### config.mk
export PLATFORM = sky130hd
export DESIGN_NAME = addsub_cond
export DESIGN_NICKNAME = d
export VERILOG_FILES = /design/src/rtl/addsub_pkg.sv /design/src/rtl/addsub_core.sv /design/src/rtl/addsub_flags.sv /design/src/rtl/addsub_cond_decode.sv /design/src/rtl/addsub_cond.sv
export SDC_FILE = /design/constraint.sdc
export NUM_CORES = 1
export LEC_CHECK = 0
export BUFFER_PORTS_ARGS = -buffer_cell sky130_fd_sc_hd__buf_4
export CAP_MARGIN = 30
export CORE_AREA = 2 2 58 115
export DETAILED_ROUTE_END_ITERATION = 8
export DIE_AREA = 0 0 60 117
export SYNTH_ARGS = -nofsm -noshare
export SYNTH_HDL_FRONTEND = slang
export SYNTH_SLANG_ARGS = --single-unit
### constraint.sdc
create_clock -name vclk -period 21
set_input_delay 2.1 -clock vclk [all_inputs]
set_output_delay 2.1 -clock vclk [all_outputs]
set_load 0.02 [all_outputs]
### src/rtl/addsub_pkg.sv
package addsub_pkg;

    typedef enum logic [3:0] {
        COND_EQ  = 4'd0,
        COND_NE  = 4'd1,
        COND_LT  = 4'd2,
        COND_LE  = 4'd3,
        COND_GE  = 4'd4,
        COND_GT  = 4'd5,
        COND_LTU = 4'd6,
        COND_LEU = 4'd7,
        COND_GEU = 4'd8,
        COND_GTU = 4'd9
    } cond_e;

    typedef struct packed {
        logic z;
        logic n;
        logic c;
        logic v;
    } flags_t;

    localparam int CARRY_RIPPLE = 0;
    localparam int CARRY_TOOL   = 1;

endpackage

### src/rtl/addsub_core.sv
module addsub_core #(
    parameter int WIDTH       = 32,
    parameter int CARRY_STYLE = 0
) (
    input  logic [WIDTH-1:0] a_in,
    input  logic [WIDTH-1:0] b_in,
    input  logic             sub_in,
    output logic [WIDTH-1:0] sum_out,
    output logic             carry_msb_in,
    output logic             carry_out
);
    import addsub_pkg::*;

    localparam int MSB = WIDTH - 1;

    logic [WIDTH-1:0] b_eff;
    assign b_eff = b_in ^ {WIDTH{sub_in}};

    generate
        if (CARRY_STYLE == CARRY_RIPPLE) begin : g_ripple
            logic [WIDTH:0] chain;
            assign chain[0] = sub_in;
            for (genvar i = 0; i < WIDTH; i++) begin : g_bit
                logic prop;
                assign prop         = a_in[i] ^ b_eff[i];
                assign sum_out[i]   = prop ^ chain[i];
                assign chain[i+1]   = (a_in[i] & b_eff[i]) | (chain[i] & prop);
            end
            assign carry_msb_in = chain[MSB];
            assign carry_out    = chain[WIDTH];
        end else begin : g_tool
            logic [WIDTH:0] full;
            logic [MSB:0]   low;
            assign full = {1'b0, a_in} + {1'b0, b_eff} + (WIDTH+1)'(sub_in);
            assign low  = {1'b0, a_in[MSB-1:0]} + {1'b0, b_eff[MSB-1:0]} + WIDTH'(sub_in);
            assign sum_out      = full[MSB:0];
            assign carry_msb_in = low[MSB];
            assign carry_out    = full[WIDTH];
        end
    endgenerate

endmodule

### src/rtl/addsub_flags.sv
module addsub_flags #(
    parameter int WIDTH = 32
) (
    input  logic [WIDTH-1:0]      sum_in,
    input  logic                  carry_msb_in,
    input  logic                  carry_out,
    output addsub_pkg::flags_t    flags_out
);
    import addsub_pkg::*;

    localparam int MSB = WIDTH - 1;

    flags_t flags_d;

    always_comb begin
        flags_d   = '0;
        flags_d.z = ~|sum_in;
        flags_d.n = sum_in[MSB];
        flags_d.c = carry_out;
        flags_d.v = carry_msb_in ^ carry_out;
    end

    assign flags_out = flags_d;

endmodule

### src/rtl/addsub_cond_decode.sv
module addsub_cond_decode (
    input  addsub_pkg::flags_t flags_in,
    input  logic [3:0]         sel_in,
    output logic               cond_out
);
    import addsub_pkg::*;

    logic lt_d;
    logic le_d;
    logic ltu_d;
    logic leu_d;
    logic hit_d;

    always_comb begin
        lt_d  = flags_in.n ^ flags_in.v;
        le_d  = flags_in.z | lt_d;
        ltu_d = ~flags_in.c;
        leu_d = ltu_d | flags_in.z;
        case (sel_in)
            COND_EQ:  hit_d = flags_in.z;
            COND_NE:  hit_d = ~flags_in.z;
            COND_LT:  hit_d = lt_d;
            COND_LE:  hit_d = le_d;
            COND_GE:  hit_d = ~lt_d;
            COND_GT:  hit_d = ~le_d;
            COND_LTU: hit_d = ltu_d;
            COND_LEU: hit_d = leu_d;
            COND_GEU: hit_d = flags_in.c;
            COND_GTU: hit_d = ~leu_d;
            default:  hit_d = 1'b0;
        endcase
    end

    assign cond_out = hit_d;

endmodule

### src/rtl/addsub_cond.sv
module addsub_cond #(
    parameter int WIDTH       = 32,
    parameter int CARRY_STYLE = 0
) (
    input  logic [WIDTH-1:0] op_a,
    input  logic [WIDTH-1:0] op_b,
    input  logic             sub_en,
    input  logic [3:0]       cond_sel,
    output logic [WIDTH-1:0] result,
    output logic             flag_z,
    output logic             flag_n,
    output logic             flag_c,
    output logic             flag_v,
    output logic             cond_out
);
    import addsub_pkg::*;

    logic [WIDTH-1:0] main_sum;
    logic             main_cin_msb;
    logic             main_cout;
    flags_t           main_flags;

    logic [WIDTH-1:0] cmp_sum;
    logic             cmp_cin_msb;
    logic             cmp_cout;
    flags_t           cmp_flags;

    // Path that follows sub_en and feeds the visible result and flags.
    addsub_core #(.WIDTH(WIDTH), .CARRY_STYLE(CARRY_STYLE)) u_main_core (
        .a_in         (op_a),
        .b_in         (op_b),
        .sub_in       (sub_en),
        .sum_out      (main_sum),
        .carry_msb_in (main_cin_msb),
        .carry_out    (main_cout)
    );

    addsub_flags #(.WIDTH(WIDTH)) u_main_flags (
        .sum_in       (main_sum),
        .carry_msb_in (main_cin_msb),
        .carry_out    (main_cout),
        .flags_out    (main_flags)
    );

    // Path that always subtracts; feeds only the condition decoder.
    addsub_core #(.WIDTH(WIDTH), .CARRY_STYLE(CARRY_STYLE)) u_cmp_core (
        .a_in         (op_a),
        .b_in         (op_b),
        .sub_in       (1'b1),
        .sum_out      (cmp_sum),
        .carry_msb_in (cmp_cin_msb),
        .carry_out    (cmp_cout)
    );

    addsub_flags #(.WIDTH(WIDTH)) u_cmp_flags (
        .sum_in       (cmp_sum),
        .carry_msb_in (cmp_cin_msb),
        .carry_out    (cmp_cout),
        .flags_out    (cmp_flags)
    );

    addsub_cond_decode u_decode (
        .flags_in (cmp_flags),
        .sel_in   (cond_sel),
        .cond_out (cond_out)
    );

    assign result = main_sum;
    assign flag_z = main_flags.z;
    assign flag_n = main_flags.n;
    assign flag_c = main_flags.c;
    assign flag_v = main_flags.v;

endmodule

==> flow_metrics.tcl <==
set metrics [dict create \
    syn_avg_cell_area_sq_um 9.94 \
    first_iter_violations 67 \
    status "complete, no violations" \
    finalHoldViolations 0 \
    maxSlewViolCount 0 \
    min_period_ns 19.12 \
    drv_cap 0 \
    yosysTopAreaCell "fa_1" \
    grt_max_degree 33 \
    grt_pass1_wl_microns 8830 \
    grtUsageTotal_pct 16.4 \
    port_buffers 106 \
    setup-tns-final_ns 0 \
    hp-class "input port to primary output" \
    crit_fanout 32 \
    wire_per_inst_microns 14.2 \
    place_ws_ns 1.78 \
    wl_microns 5660 \
    layoutNonFillerInstCount 398 \
    crit_type "input port to primary output" \
    ir_worst_vdd_mv 0.0337 \
    cts_setup_buffers 0 \
    fmax_mhz 52.3 \
    vias_per_cell 4.50 \
    post-route-period-util_pct 91.1 \
    whs_path_depth 3 \
    synth_top_area_share_pct 59.8 \
    clock_buffers 0 \
    nFlopsAndLatches 0 \
    via_count 1790 \
    arrival_ns 17.02 \
    drtAntennaViolNets 0 \
    powerDensity_nw_per_um2 48.8 \
    place_congestion 0.913 \
    p_leak_nw 1.48 \
    die_area_sq_um 7020 \
    synth_area_leaders "fa_1, inv_1, xnor2_1" \
    cpPeakStageDelay_ns 0.52 \
    syn_nets 345 \
    place_inst 398 \
    cts_hold_buffers 0 \
    worstPathRequired_ns 18.90 \
    wl_met3_microns 374 \
    worst_slack_ns 1.88 \
    final-seq-area_sq_um 0 \
    n_antenna_cell 0 \
    yosys_warnings 0 \
    layout_commonest_cell "buf_4" \
    rsz0062_at_grt "false" \
    final_nets 447 \
    highest_layer "met4" \
    die_h_microns 117 \
    pin_count 106 \
    hold_ws_ns 4.53 \
    dr.pass1.iters 4 \
    wl_met2_microns 2910 \
    critPathMostFrequentCell "fa_1" \
    overflow 0 \
    synth_cell_types 24 \
    std_cell_rows 41 \
    worstMarginPinSlew_ns 0.517 \
    initial_core_util_pct 34.0 \
    syn_to_final_growth_pct 41.6 \
    antenna_found_initial 0 \
    critPathCaptureType "primary output" \
    core_area_sq_um 6210 \
    drt-met1-wl_microns 2320 \
    crit_path_start_kind "input port" \
    drive_gt1_share_pct 34.3 \
    hpwl_microns 5410 \
    cpMaxStageDelayCell "or4_1" \
    grt_pass1_vias 1934 \
    postSynthCellCount 212 \
    ys_seq_area_share_pct 0 \
    layout_common_cells "buf_4, inv_1, fa_1, xnor2_1, nand4_1" \
    cts_resized 0 \
    netlist_area_sq_um 2110 \
    setup_violations 0 \
    drc 0 \
    die_w_microns 60 \
    slew_headroom_pct 65.5 \
]
metrics by stage:
stage | area (sq um) | util [%] | power (mW)
final | 2990 | 48.1 | 0.146
after global routing | 2990 | 48.1 | 0.159
after CTS | 2990 | 48.1 | 0.148
after detailed placement | 2990 | 48.1 | 0.147
after global placement | 2990 | 48.1 | 0.146
after floorplan | 2110 | - | 0.0828
worst max-delay path: cells and delay by family:
kind | cells | cell delay (ns)
adder cells (fa/ha/maj) | 30 | 12.63
AND/OR/NAND/NOR | 3 | 1.34
buffers and inverters | 4 | 0.72
XOR/XNOR | 1 | 0.24
power by group:
group | leakage [nW] | switching (mW) | internal [mW]
logic | 1.48 | 0.0807 | 0.0649
registers | 0 | 0 | 0
clock network | 0 | 0 | 0
worst paths after layout:
kind                         to  slack [ns]    start
worst min-delay path  result[0]        4.53  op_a[0]
worst max-delay path     flag_z        1.88   sub_en
area by class of cell:
cell class / instances / area [sq um]
fill: 624 / 3220
timing repair buffer: 106 / 796
multi-input combinational: 135 / 1820
tap: 86 / 108
inverter: 71 / 267
cell usage after synthesis, drive strengths merged:
master  count
nor2        3
nor3        3
or4         6
buf         2
nor4        1
o22ai       1
nand2       2
ha          1
inv        71
clkbuf      4
xnor2      30
fa         63
nand4b      1
a311oi      1
a21oi       1
mux2i       2
nor2b       1
or4b        1
nand4      12
xor2        3
mux2        1
a211oi      1
o221ai      1
cells by family after synthesis:
group	count (synthesis)	synth area share (%)
compound gates	5	1.72
xor+xnor	33	13.7
fa+ha+maj	64	60.4
buf+inv	77	13.9
mux	3	1.48
simple gates	30	8.78
layer usage:
| metal | up-vias | global-route usage (%) |
|---|---|---|
| li1 | 824 | - |
| met1 | 868 | 22.8 |
| met2 | 94 | 28.7 |
| met3 | 4 | 0.769 |
| met4 | 0 | 1.78 |
| met5 | - | 0 |
No activity file was read; power rests on OpenSTA's default activity.
